<file path="src/rtl/lfsr_pkg.sv">
package lfsr_pkg;

   localparam int unsigned LFSR_MAX_W = 64;

   // Fixed point of the step map for the chosen tap polarity.
   function automatic logic [LFSR_MAX_W-1:0] lockup_word(
      input logic [LFSR_MAX_W-1:0] mask,
      input int unsigned           n,
      input bit                    flip);
      logic [LFSR_MAX_W-1:0] x;
      x = '0;
      if (flip) begin
         for (int unsigned k = 0; k + 1 < n; k++) begin
            x[k+1] = x[k] ^ mask[k];
         end
      end
      return x;
   endfunction

   // One step of the map, used only for elaboration checks.
   function automatic logic [LFSR_MAX_W-1:0] step_word(
      input logic [LFSR_MAX_W-1:0] s,
      input logic [LFSR_MAX_W-1:0] mask,
      input int unsigned           n,
      input bit                    flip);
      logic [LFSR_MAX_W-1:0] t;
      logic [LFSR_MAX_W-1:0] keep;
      keep = (n >= LFSR_MAX_W) ? '1 : ((64'd1 << n) - 64'd1);
      t    = (s & keep) >> 1;
      if (s[0] ^ flip) t = t ^ mask;
      return t & keep;
   endfunction

endpackage

</file>
<file path="src/rtl/lfsr_step.sv">
module lfsr_step #(
   parameter int unsigned N        = 8,
   parameter logic [N-1:0] MASK    = 8'hB8,
   parameter bit           FLIP_POL = 1'b0
) (
   input  logic [N-1:0] cur_i,
   output logic [N-1:0] nxt_o
);

   logic tap;

   generate
      if (FLIP_POL) begin : g_tap_on_zero
         assign tap = ~cur_i[0];
      end else begin : g_tap_on_one
         assign tap = cur_i[0];
      end
   endgenerate

   assign nxt_o = {1'b0, cur_i[N-1:1]} ^ (tap ? MASK : {N{1'b0}});

endmodule

</file>
<file path="src/rtl/lfsr_lockup_det.sv">
module lfsr_lockup_det #(
   parameter int unsigned  N        = 8,
   parameter logic [N-1:0] MASK     = 8'hB8,
   parameter bit           FLIP_POL = 1'b0
) (
   input  logic [N-1:0] cur_i,
   output logic         hit_o
);

   localparam logic [lfsr_pkg::LFSR_MAX_W-1:0] LOCK_W =
      lfsr_pkg::lockup_word(lfsr_pkg::LFSR_MAX_W'(MASK), N, FLIP_POL);
   localparam logic [N-1:0] LOCK = LOCK_W[N-1:0];

   generate
      if (FLIP_POL) begin : g_cmp_const
         assign hit_o = (cur_i == LOCK);
      end else begin : g_wide_nor
         assign hit_o = ~|cur_i;
      end
   endgenerate

endmodule

</file>
<file path="src/rtl/lfsr_inv_reg.sv">
module lfsr_inv_reg #(
   parameter int unsigned N        = 8,
   parameter int unsigned SEED_BIT = 0
) (
   input  logic         clk_i,
   input  logic         rst_i,
   input  logic [N-1:0] d_i,
   output logic [N-1:0] q_o
);

   logic [N-1:0] raw_q;
   logic [N-1:0] raw_d;

   // One flop is kept inverted; every other flop stores its bit as is.
   generate
      for (genvar b = 0; b < N; b++) begin : g_bit
         if (b == SEED_BIT) begin : g_inv
            assign raw_d[b] = ~d_i[b];
            assign q_o[b]   = ~raw_q[b];
         end else begin : g_dir
            assign raw_d[b] = d_i[b];
            assign q_o[b]   = raw_q[b];
         end
      end
   endgenerate

   always_ff @(posedge clk_i) begin
      if (rst_i) raw_q <= '0;
      else       raw_q <= raw_d;
   end

endmodule

</file>
<file path="src/rtl/galois_lfsr_gen.sv">
module galois_lfsr_gen #(
   parameter int unsigned  N        = 8,
   parameter logic [N-1:0] MASK     = 8'hB8,
   parameter bit           FLIP_POL = 1'b0,
   parameter int unsigned  SEED_BIT = 0
) (
   input  logic         clk_i,
   input  logic         rst_i,
   input  logic         en_i,
   input  logic         ld_i,
   input  logic [N-1:0] ld_val_i,
   output logic [N-1:0] state_o,
   output logic         bit_o,
   output logic         recov_o
);

   localparam logic [N-1:0] SEED = {{(N-1){1'b0}}, 1'b1} << SEED_BIT;
   localparam logic [lfsr_pkg::LFSR_MAX_W-1:0] LOCK_W =
      lfsr_pkg::lockup_word(lfsr_pkg::LFSR_MAX_W'(MASK), N, FLIP_POL);
   localparam logic [lfsr_pkg::LFSR_MAX_W-1:0] LOCK_STEP_W =
      lfsr_pkg::step_word(LOCK_W, lfsr_pkg::LFSR_MAX_W'(MASK), N, FLIP_POL);
   localparam logic [N-1:0] LOCK = LOCK_W[N-1:0];

   // Elaboration-time parameter checks
   generate
      if (N < 2 || N > lfsr_pkg::LFSR_MAX_W) begin : g_bad_width
         $error("galois_lfsr_gen: N out of range");
      end
      if (SEED_BIT >= N) begin : g_bad_seed
         $error("galois_lfsr_gen: SEED_BIT outside the register");
      end
      if (MASK[N-1] != 1'b1) begin : g_bad_mask
         $error("galois_lfsr_gen: top mask bit must be set");
      end
      if (LOCK_STEP_W != LOCK_W) begin : g_no_fixed_point
         $error("galois_lfsr_gen: mask gives no single stuck state");
      end
      if (SEED == LOCK) begin : g_seed_stuck
         $error("galois_lfsr_gen: seed equals the stuck state");
      end
   endgenerate

   logic [N-1:0] cur;
   logic [N-1:0] stepped;
   logic [N-1:0] nxt;
   logic         stuck;
   logic         escape;

   lfsr_step #(.N(N), .MASK(MASK), .FLIP_POL(FLIP_POL)) u_step (
      .cur_i (cur),
      .nxt_o (stepped)
   );

   lfsr_lockup_det #(.N(N), .MASK(MASK), .FLIP_POL(FLIP_POL)) u_det (
      .cur_i (cur),
      .hit_o (stuck)
   );

   lfsr_inv_reg #(.N(N), .SEED_BIT(SEED_BIT)) u_reg (
      .clk_i (clk_i),
      .rst_i (rst_i),
      .d_i   (nxt),
      .q_o   (cur)
   );

   assign escape = en_i & ~ld_i & stuck;

   always_comb begin
      if (ld_i)        nxt = ld_val_i;
      else if (escape) nxt = SEED;
      else if (en_i)   nxt = stepped;
      else             nxt = cur;
   end

   assign state_o = cur;
   assign bit_o   = cur[0];
   assign recov_o = escape;

   // reset leaves the single-one seed and no flag
   a_r1_reset_seed: assert property (@(posedge clk_i)
      rst_i |=> (state_o == SEED && !recov_o));

   // the escape step lands on the seed
   a_r8_escape_to_seed: assert property (@(posedge clk_i) disable iff (rst_i)
      recov_o |=> (state_o == SEED));

   // the flag never lasts two cycles
   a_r9_single_pulse: assert property (@(posedge clk_i) disable iff (rst_i)
      recov_o |=> !recov_o);

   // idle cycles keep the state
   a_r4_hold: assert property (@(posedge clk_i) disable iff (rst_i)
      (!en_i && !ld_i) |=> $stable(state_o));

   // a load writes the word
   a_r10_load: assert property (@(posedge clk_i) disable iff (rst_i)
      ld_i |=> (state_o == $past(ld_val_i)));

   // serial bit mirrors the low state bit
   always_comb begin
      a_r5_serial: assert (bit_o === state_o[0] || $isunknown(state_o));
   end

endmodule

</file>
<file path="config.mk">
export PLATFORM = sky130hd
export DESIGN_NAME = galois_lfsr_gen
export DESIGN_NICKNAME = d
export VERILOG_FILES = /design/src/rtl/lfsr_pkg.sv /design/src/rtl/lfsr_step.sv /design/src/rtl/lfsr_lockup_det.sv /design/src/rtl/lfsr_inv_reg.sv /design/src/rtl/galois_lfsr_gen.sv
export SDC_FILE = /design/constraint.sdc
export NUM_CORES = 1
export LEC_CHECK = 0
export BUFFER_PORTS_ARGS = -buffer_cell sky130_fd_sc_hd__buf_2
export CAP_MARGIN = 20
export CORE_UTILIZATION = 47
export DETAILED_ROUTE_END_ITERATION = 8
export GPL_ROUTABILITY_DRIVEN = 0
export PLACE_DENSITY_LB_ADDON = 0.2
export SETUP_SLACK_MARGIN = 0.3
export SLEW_MARGIN = 15
export SYNTH_ARGS = -nofsm -noshare
export SYNTH_HDL_FRONTEND = slang
export SYNTH_HIERARCHICAL = 1
export SYNTH_SLANG_ARGS = --single-unit
</file>
<file path="constraint.sdc">
create_clock -name clk_i -period 2.3 [get_ports clk_i]
set_input_delay 0 -clock clk_i [delete_from_list [all_inputs] [get_ports clk_i]]
set_output_delay 0 -clock clk_i [all_outputs]
set_load 0.03 [all_outputs]
</file>
Yosys cells after proc, flatten, opt, wreduce, memory -nomap -nowiden
Index checks and enable logic that the tools add are counted.
{"block": "classes", "n_mux": 4, "bitwise": 6, "n_reduce_logical": 3}
{"op": "$mux W8", "n": 4}
{"op": "$reduce_or A8 Y1", "n": 1}
{"op": "$xor A7 B8 Y8", "n": 1}
{"op": "$not A1 Y1", "n": 3}
{"op": "$reduce_bool A3 Y1", "n": 1}
{"op": "$and A1 B1 Y1", "n": 2}
{"op": "$logic_not A1 Y1", "n": 1}
{"block": "totals", "regBits": 8, "inputBits": 12, "out_inout_bits": 10, "word_cells": 15}

Logic depth before layout (Yosys ltp)
Gate-level depths: netlist (run 1).
{"block": "logic_depth", "depth_word": 7, "mapped_depth": 6, "mapped_depth_nobuf": 6}

Modules after synthesis
Netlist (run 1), hierarchy kept.
{"mod": "galois_lfsr_gen", "n_inst": 1, "cells_per_inst": 37, "area_per_inst_um2": 269.0, "seq_area_each_um2": 0.0}
{"mod": "lfsr_inv_reg", "n_inst": 1, "cells_per_inst": 24, "area_per_inst_um2": 264.0, "seq_area_each_um2": 160.2}
{"mod": "lfsr_step", "n_inst": 1, "cells_per_inst": 8, "area_per_inst_um2": 63.8, "seq_area_each_um2": 0.0}
{"mod": "lfsr_lockup_det", "n_inst": 1, "cells_per_inst": 3, "area_per_inst_um2": 18.8, "seq_area_each_um2": 0.0}

Worst setup path after synthesis (run 1)
Ideal clock, no wire load.
{"block": "synth_path", "kind": "register to register", "start": "reg u_reg.raw_q[0]", "end": "reg u_reg.raw_q[0]", "setup_time_ns": 0.119, "arrival_time_ns": 1.634, "required_time_ns": 2.181, "slack_ns": 0.547, "path_stages_with_launch": 7, "n_path_buf": 0, "period_less_slack_ns": 1.753, "cell_sequence": "dfxtp_1 inv_1 or4_1 nor2_1 nor3b_2 o31ai_2 nor2_1"}
{"block": "synth_via", "elab_chain_len": 7, "word_cells_on_any_way": 8, "cone_classes": "mux: 3; bitwise: 3; reduce/logical: 2"}
{"element": "start: declaration", "line": "lfsr_inv_reg.sv:11", "rtl": "logic [N-1:0] raw_q;"}
{"element": "start signal: assignment", "line": "lfsr_inv_reg.sv:29", "rtl": "else raw_q <= raw_d;"}
{"element": "$not A1 Y1", "line": "lfsr_inv_reg.sv:19", "rtl": "assign q_o[b] = ~raw_q[b];"}
{"element": "via state_o[0]", "line": "galois_lfsr_gen.sv:12", "rtl": "output logic [N-1:0] state_o,"}
{"element": "$reduce_or A8 Y1", "line": "lfsr_lockup_det.sv:18", "rtl": "assign hit_o = ~|cur_i;"}
{"element": "$logic_not A1 Y1", "line": "lfsr_lockup_det.sv:18"}
{"element": "via stuck", "line": "galois_lfsr_gen.sv:46", "rtl": "logic stuck;"}
{"element": "$and A1 B1 Y1", "line": "galois_lfsr_gen.sv:66", "rtl": "assign escape = en_i & ~ld_i & stuck;"}
{"element": "$mux W8", "line": "galois_lfsr_gen.sv:70", "rtl": "else if (escape) nxt = SEED;"}
{"element": "$mux W8", "line": "galois_lfsr_gen.sv:69", "rtl": "if (ld_i) nxt = ld_val_i;"}
{"element": "via nxt[0]", "line": "galois_lfsr_gen.sv:45", "rtl": "logic [N-1:0] nxt;"}
{"element": "$not A1 Y1", "line": "lfsr_inv_reg.sv:18", "rtl": "assign raw_d[b] = ~d_i[b];"}
The timed path passes the listed nets, and every way through them passes these cells. The select of a mux whose other input is x is not followed.
A chain may end at the register's enable or synchronous reset.

Worst setup path in the final report (run 1)
{"block": "layout_path", "start": "reg u_reg.raw_q[0]", "end": "out recov_o"}
{"block": "layout_via", "elab_chain_len": 4}
{"element": "$not A1 Y1", "line": "lfsr_inv_reg.sv:19"}
{"element": "$reduce_or A8 Y1", "line": "lfsr_lockup_det.sv:18"}
{"element": "$logic_not A1 Y1", "line": "lfsr_lockup_det.sv:18"}
{"element": "via stuck", "line": "galois_lfsr_gen.sv:46"}
{"element": "$and A1 B1 Y1", "line": "galois_lfsr_gen.sv:66"}
{"element": "end: declaration", "line": "galois_lfsr_gen.sv:14", "rtl": "output logic recov_o"}
The timed path passes the listed nets, and every way through them passes these cells.

==> impl_metrics.json, run 1 <==
{
  "final_antenna_net_count": 0,
  "routed.top_layer": "met4",
  "grtUsageTotal_pct": 17.9,
  "wl_per_cell_um": 11.1,
  "yosysTopAreaCellShare_pct": 26.0,
  "wl_um": 1070,
  "biggestRegsByFlops": "u_reg/raw_q (8)",
  "dr.pass1.iters": 4,
  "wl_met3_um": 52,
  "drive_gt1_share_pct": 43.9,
  "grt_pass1_vias": 414,
  "regMostFlops": "u_reg/raw_q",
  "num_vias": 488,
  "synth_fp_nets": 84,
  "die_area_um2": 1460,
  "antenna_found_initial": 0,
  "fin_crit_sh_pct": 80.6,
  "synthFlopType": "dfxtp_1",
  "synth_compound_gate_area_share_pct": 9.15,
  "dieWidth_um": 38.2,
  "cts_buffers": 3,
  "die_y_um": 38.2,
  "yosys.area_share.xor_xnor_pct": 4.27,
  "syn_area_um2": 616,
  "hold_viol": 0,
  "path_class": "reg2out",
  "synth-simple-area-share_pct": 40.9,
  "htree_num_levels": 1,
  "synth_edf_count": 0,
  "synth_mux_area_share_pct": 0,
  "avgSynthCellArea_um2": 8.55,
  "cts_setup_buffers": 0,
  "crit_fanout": 9,
  "core_um2": 1160,
  "worstHoldPathType": "in2reg",
  "max-vdd-ir-drop_uv": 264,
  "status": "finished, final reports clean",
  "power.leakage_nw": 0.284,
  "p_seq_share_pct": 42.7,
  "period_needed_ps": 1850,
  "rsz0062_at_grt": "no",
  "worstPathRequired_ps": 2300,
  "drt-met1-wl_um": 501,
  "largest_reg_flops": 8,
  "power_density_nw_per_um2": 576,
  "viasPerCell": 5.08,
  "multi_input_area_um2": 337,
  "num_io_pins": 22,
  "power.share.clock_pct": 28.8,
  "finClkSkew_ps": 2.88,
  "yosysMostFrequentCell": "nor2b_1",
  "regArea_um2": 160,
  "cts.sinks": 8,
  "clk_latency_ps": 250,
  "yosys_warnings": 6,
  "final_nets": 96,
  "p_sw_mw": 0.123,
  "relSlewSlack_pct": 82.4,
  "synth_fa_ha_area_share_pct": 0,
  "worstMarginPinSlew_ps": 263,
  "cts_buffer_depth": 2,
  "crit_arrival_ps": 1850,
  "start_util_pct": 53.2,
  "drc": 0,
  "path_clk_slew_ps": 60,
  "synth_cells": 72,
  "finalSetupTns_ps": 0,
  "finalSetupViolCount": 0,
  "nFillCells": 108,
  "pre_cts_ws_ps": 531,
  "maxCapViolCount": 0,
  "synthTopCellsByCount": "14 x nor2b_1, 13 x buf_4, 8 x dfxtp_1",
  "p_int_mw": 0.257,
  "n_antenna_cell": 0,
  "first_iter_violations": 11,
  "grt_pass1_wl_um": 1750,
  "syn_to_final_growth_pct": 7.11,
  "synth_top_family_by_area": "simple AND/OR/NAND/NOR gates",
  "cp-end-kind": "output port",
  "clock-root-buffer": "clkbuf_4",
  "synth_top_area_cell": "dfxtp_1",
  "holdWs_ps": 5.67,
  "critPathLaunchType": "register",
  "async_flop_share_pct": 0,
  "utilization_pct": 57.0,
  "hpwl_um": 752,
  "yosys-top-cells-area": "dfxtp_1 26%, buf_4 16%, nor2b_1 14%, nand2b_2 10%, nand3b_1 8.5%",
  "ys_seq_area_share_pct": 26.0,
  "num_rows": 12,
  "drv_slew": 0,
  "setup_slack_ps": 446,
  "fmax_mhz": 539,
  "p_comb_share_pct": 28.4,
  "switching_share_pct": 32.3,
  "synth_cell_types": 17,
  "synth-seq-cells": 8,
  "port_buffers": 21,
  "cts_tree": "built",
  "grt_max_degree": 18,
  "grt_overflow": 0,
  "wl_met2_um": 500
}
[per-layer routing]
layer,GRT usage (%),vias up
met5,0,-
met4,13.4,0
met1,22.5,216
met2,26.7,20
li1,-,250
met3,3.49,2
[repair_timing]
action	CTS	global route
endpoints found under the setup margin	0	1
hold buffers	0	1
resized for setup	0	1
endpoints found under the hold margin	0	1
[power groups by stage]
stage	Sequential, mW	Clock [mW]	Combinational, mW
after floorplan	0.155	0	0.111
after CTS	0.163	0.111	0.107
after global placement	0.165	0	0.105
after detailed placement	0.165	0	0.106
final	0.162	0.109	0.108
after global routing	0.164	0.121	0.117
[cells by family (layout without fill, tap and decap cells)]
kind of cell           Yosys count  in the layout
flip-flops                       8              8
AO/OA/AOI/OAI                    8              8
XOR/XNOR                         3              3
buffers and inverters           17             27
AND/OR/NAND/NOR                 36             36
[final timing paths]
check	endpoint	slack [ps]	cells past startpoint	from
max	recov_o	450	5	u_reg/raw_q[0]
min	u_reg/raw_q[0]	6	2	rst_i
max reg2reg	u_reg/raw_q[3]	630	6	u_reg/raw_q[0]
min reg2reg	u_reg/raw_q[7]	630	3	u_reg/raw_q[7]
[placed cells by master (no fill, tap or decap)]
master,n
a31oi_1,7
and3_2,1
buf_2,21
clkbuf_4,3
dfxtp_1,8
dlygate4sd3_1,1
inv_1,1
inv_2,1
nand2_1,1
nand2b_2,7
nand3b_1,7
nor2_1,2
nor2_2,1
nor2b_1,14
nor3b_2,1
o31ai_2,1
or4_1,2
xor2_1,3
[area by class of cell]
| class | instances | share of cell area, % |
|---|---|---|
| multi-input cells | 47 | 51.0 |
| repair buffers | 22 | 17.5 |
| clock buffers | 3 | 3.42 |
| inverters | 2 | 1.14 |
| flip-flops and latches | 8 | 24.3 |
| well taps | 14 | 2.66 |
[worst max-delay path, cell delays in order, from the launching register on]
cell and delay, ps:
dfxtp_1 300, inv_1 110, or4_1 540, nor2_2 240, and3_2 220, buf_2 190
[through the flow]
stage | cell area [µm²] | instances | power (mW)
4_1_cts | 647 | 95 | 0.380
6_report | 659 | 96 | 0.380
5_1_grt | 659 | 96 | 0.403
3_5_place_dp | 624 | 92 | 0.271
2_1_floorplan | 616 | 72 | 0.266
3_3_place_gp | 624 | 92 | 0.271
(Power assumes the default switching activity.)
==> run 2: changes to the inputs <==
==> constraint.sdc (replaced) <==
create_clock -name clk_i -period 1.9 [get_ports clk_i]
set_input_delay 0 -clock clk_i [delete_from_list [all_inputs] [get_ports clk_i]]
set_output_delay 0 -clock clk_i [all_outputs]
set_load 0.03 [all_outputs]
==> run 2 against run 1 <==
  * Die area did not move
  * Setup slack got worse by 130 ps
  * Via count rose by 3.3%
  * Flip-flop and latch count did not move
  * Power rose by 26%
  * Hold slack improved by 14 ps
  * Cell area rose by 9.9%
  * Largest cell class unchanged
  * Clock-buffer cell count did not move
  * Non-clock buffer count rose by 4
==> impl_metrics.json, run 2 (same netlist as run 1, synthesis figures left out) <==
{
  "crit_fanout": 4,
  "hold_viol": 0,
  "nFillCells": 108,
  "worstPathRequired_ps": 1900,
  "grtUsageTotal_pct": 20.8,
  "finalSetupViolCount": 0,
  "die_y_um": 38.2,
  "total_power_mw": 0.480,
  "relSlewSlack_pct": 83.7,
  "biggestRegsByFlops": "u_reg/raw_q (8)",
  "drv_slew": 0,
  "fmax_mhz": 629,
  "grt_max_degree": 18,
  "wl_um": 1250,
  "maxCapViolCount": 0,
  "num_io_pins": 22,
  "grt_pass1_wl_um": 2070,
  "worstHoldPathType": "in2reg",
  "holdWs_ps": 19.9,
  "port_buffers": 21,
  "dieWidth_um": 38.2,
  "power.leakage_nw": 0.308,
  "crit_arrival_ps": 1590,
  "power_density_nw_per_um2": 662,
  "num_rows": 12,
  "grt_pass1_vias": 453,
  "max-vdd-ir-drop_uv": 366,
  "dr.pass1.iters": 2,
  "htree_num_levels": 1,
  "path_clk_slew_ps": 60,
  "core_um2": 1160,
  "drc": 0,
  "cts_buffer_depth": 2,
  "clock-root-buffer": "clkbuf_4",
  "num_vias": 504,
  "syn_to_final_growth_pct": 17.7,
  "cts_buffers": 3,
  "hpwl_um": 809,
  "path_class": "reg2out",
  "regMostFlops": "u_reg/raw_q",
  "start_util_pct": 53.2,
  "final_cell_mix": "20 x buf_2, 14 x nor2b_1, 7 x nand3b_1, 7 x nand2b_2, 7 x a31oi_1",
  "clk_latency_ps": 250,
  "grt_overflow": 0,
  "critPathLaunchType": "register",
  "die_area_um2": 1460,
  "drive_gt1_share_pct": 55.8,
  "regArea_um2": 169,
  "final_common_cell": "buf_2",
  "rsz0062_at_grt": "yes",
  "cp-end-kind": "output port",
  "first_iter_violations": 5,
  "r2r_setup_slack_ps": 320,
  "status": "finished, final reports clean",
  "worstMarginPinSlew_ps": 244,
  "dpl_cell_area_um2": 641,
  "multi_input_area_um2": 349,
  "post-route-cell-area_um2": 724,
  "finalSetupTns_ps": 0,
  "final_antenna_net_count": 0,
  "n_antenna_cell": 0,
  "fin_crit_sh_pct": 83.6,
  "period_needed_ps": 1590,
  "cts_tree": "built",
  "largest_reg_flops": 8,
  "final_nets": 100,
  "wl_per_cell_um": 12.5,
  "cts.sinks": 8,
  "antenna_found_initial": 0,
  "viasPerCell": 5.04,
  "finClkSkew_ps": 5.51
}
run 2: changes by cell type in the layout (fill, tap and decap cells not counted), moves of 2 or more:
cell and delta:
dfxtp_1 -5, dfxtp_2 +4, buf_4 +3, buf_6 +2, or4_1 -2, or4_4 +2
run 2: repair_timing:
action | 4_1_cts | 5_1_grt
gates cloned | 0 | 0
hold buffers | 1 | 0
gates resized for setup | 4 | 5
buffers inserted | 2 | 2
pin swaps | 1 | 0
endpoints found under the setup margin | 4 | 9
endpoints found under the hold margin | 1 | 0
run 2: layout make-up:
class,count,area share [%]
Clock buffer,3,3.11
Timing Repair Buffer,26,21.4
Tap cell,14,2.42
Sequential cell,8,23.3
Inverter,2,1.55
Multi-Input combinational cell,47,48.2
run 2: worst max-delay path, cell delays in order, from the launching register on:
cell and delay, ps:
dfxtp_2 330, or4_4 550, nor2_4 140, and3_2 190, buf_6 120
run 2: final timing paths:
path,from,endpoint,depth (start not counted)
worst max-delay path,u_reg/raw_q[7],recov_o,4
worst min-delay path,rst_i,u_reg/raw_q[1],2
worst max register to register,u_reg/raw_q[7],u_reg/raw_q[3],6
worst min register to register,u_reg/raw_q[7],u_reg/raw_q[7],3
run 2: metal layers:
metal,track usage [%],routed length (µm),vias up
met2,28.4,534,14
met3,3.49,41,2
met4,10.7,19,0
met5,0,0,-
li1,-,-,259
met1,30.5,653,229
run 2: report_power, final:
part	internal (mW)	switching, mW	leakage (nW)
Clock	0.0723	0.0580	0.0138
Sequential	0.183	0.0160	0.0683
Combinational	0.0686	0.0817	0.225
Total	0.324	0.156	0.308
run 2: metrics by stage:
stage | util (%) | worst slack [ps] | instances
final | 62.7 | 311 | 100
after global routing | 62.7 | 265 | 100
after CTS | 60.5 | 308 | 98
after detailed placement | 55.4 | 307 | 92
after global placement | 55.4 | 342 | 92
after floorplan | - | 277 | 72
==> run 3: changes to the inputs <==
--- a/config.mk
+++ b/config.mk
@@ -7,7 +7,8 @@
 export LEC_CHECK = 0
 export BUFFER_PORTS_ARGS = -buffer_cell sky130_fd_sc_hd__buf_2
 export CAP_MARGIN = 20
-export CORE_UTILIZATION = 47
+export CORE_ASPECT_RATIO = 0.9
+export CORE_UTILIZATION = 42
 export DETAILED_ROUTE_END_ITERATION = 8
 export GPL_ROUTABILITY_DRIVEN = 0
 export PLACE_DENSITY_LB_ADDON = 0.2
==> constraint.sdc (replaced) <==
create_clock -name clk_i -period 1.37 [get_ports clk_i]
set_input_delay 0 -clock clk_i [delete_from_list [all_inputs] [get_ports clk_i]]
set_output_delay 0 -clock clk_i [all_outputs]
set_load 0.03 [all_outputs]
==> run 3 against run 2 <==
  * The flow now finishes with violations (setup timing)
  * Critical path depth is the same
  * Core utilization shrank 4.1 points
  * Cell count grew 5.0%
  * Power grew 44%
  * Highest routed layer unchanged
  * Sequential share of layout area shrank 1.8 points
==> impl_metrics.json, run 3 (same netlist as run 1, synthesis figures left out) <==
{
  "finClkSkew_ps": 6.69,
  "dpl_cell_area_um2": 701,
  "cts.sinks": 8,
  "maxCapViolCount": 0,
  "regArea_um2": 163,
  "post-route-cell-area_um2": 756,
  "num_rows": 12,
  "multi_input_area_um2": 349,
  "routed.top_layer": "met4",
  "grt_overflow": 0,
  "power_density_nw_per_um2": 916,
  "rsz0062_at_grt": "yes",
  "worstHoldPathCells": 2,
  "die_area_um2": 1620,
  "path_clk_slew_ps": 60,
  "drv_slew": 0,
  "worstPathRequired_ps": 1370,
  "cts_tree": "built",
  "violations": "setup timing",
  "wl_met2_um": 603,
  "regMostFlops": "u_reg/raw_q",
  "n_antenna_cell": 0,
  "dieWidth_um": 42.4,
  "die_y_um": 38.3,
  "antenna_found_initial": 0,
  "grt_pass1_wl_um": 2210,
  "status": "finished, violations left",
  "num_io_pins": 22,
  "cts_buffer_depth": 2,
  "num_vias": 537,
  "worstHoldPathType": "in2reg",
  "crit_fanout": 2,
  "start_util_pct": 47.7,
  "relSlewSlack_pct": 84.7,
  "power.leakage_nw": 0.332,
  "viasPerCell": 5.11,
  "finalSetupViolCount": 9,
  "wl_met3_um": 64,
  "cp-end-kind": "output port",
  "first_iter_violations": 8,
  "wl_per_cell_um": 12.9,
  "max-vdd-ir-drop_uv": 361,
  "r2r-start": "u_reg/raw_q[1]",
  "worstSetupStartpoint": "u_reg/raw_q[1]",
  "drive_gt1_share_pct": 54.9,
  "slowest_stage": "or4_4",
  "clk_latency_ps": 260,
  "fin_crit_sh_pct": 116,
  "fmax_mhz": 630,
  "period_needed_ps": 1590,
  "holdCritStartpoint": "rst_i",
  "worstMarginPinSlew_ps": 229,
  "nFillCells": 139,
  "cp_cell_sequence": "or4_4, nor2_4, and3_2, buf_6",
  "path_class": "reg2out",
  "final_cell_mix": "20 x buf_2, 14 x nor2b_1, 8 x buf_4",
  "cts_buffers": 3,
  "max_stage_delay_ps": 550,
  "dr.pass1.iters": 4,
  "htree_num_levels": 1,
  "wl_um": 1350,
  "final_antenna_net_count": 0,
  "grt_pass1_vias": 480,
  "hpwl_um": 911,
  "drc": 0,
  "grtUsageTotal_pct": 19.5,
  "critPathLaunchType": "register",
  "clock-root-buffer": "clkbuf_4",
  "crit_arrival_ps": 1590,
  "hold_viol": 0,
  "reg2regPathDepth": 6,
  "utilization_pct": 58.5,
  "setup_slack_ps": -218,
  "grt_max_degree": 18,
  "final_nets": 105,
  "drt-met1-wl_um": 665,
  "largest_reg_flops": 8,
  "syn_to_final_growth_pct": 22.8,
  "port_buffers": 21,
  "biggestRegsByFlops": "u_reg/raw_q (8)",
  "core_um2": 1290,
  "final_common_cell": "buf_2"
}
-- run 3: final cells by class --
| cell class | instances | area share (%) |
|---|---|---|
| inverter | 2 | 1.49 |
| sequential | 8 | 21.5 |
| clock buffer | 3 | 2.98 |
| multi-input combinational | 47 | 46.2 |
| tap | 14 | 2.32 |
| timing repair buffer | 31 | 25.5 |
-- run 3: metal layers --
metal  track usage [%]  vias to the layer above
met5                 0                        -
met1              25.1                      249
met3              4.25                        2
met4              11.7                        0
met2              30.0                       17
li1                  -                      269
-- run 3: path summary, 6_finish.rpt --
kind	endpoint	slack, ps
worst max-delay path	recov_o	-220
worst min-delay path	u_reg/raw_q[0]	5
worst max register to register	u_reg/raw_q[2]	-210
worst min register to register	u_reg/raw_q[2]	730
-- run 3: what timing repair did --
action,CTS,global route
hold endpoints to repair,1,0
hold buffers,1,0
pin swaps,1,4
gates resized for setup,4,1
buffers inserted,1,0
endpoints found under the setup margin,9,9
-- run 3: power by group --
part	internal (mW)	switching, mW	total (mW)
Clock	0.101	0.0907	0.192
Sequential	0.253	0.0124	0.265
Combinational	0.110	0.126	0.235
-- run 3: critical path: cells and delay by family (launching register included) --
family / cells / cell delay (ps)
buffers and inverters: 1 / 130
flip-flops: 1 / 310
AND/OR/NAND/NOR: 3 / 900
-- run 3: stage by stage --
stage	TNS [ps]	std cells	total power [mW]	setup slack (ps)	hold WS [ps]
final	-1710	105	0.692	-218	4.73
after global routing	-2060	105	0.729	-282	15.3
after CTS	-1520	105	0.694	-198	7.37
after detailed placement	-1270	100	0.495	-174	257
after global placement	-1060	100	0.492	-148	257
after floorplan	-2120	72	0.455	-253	64.7
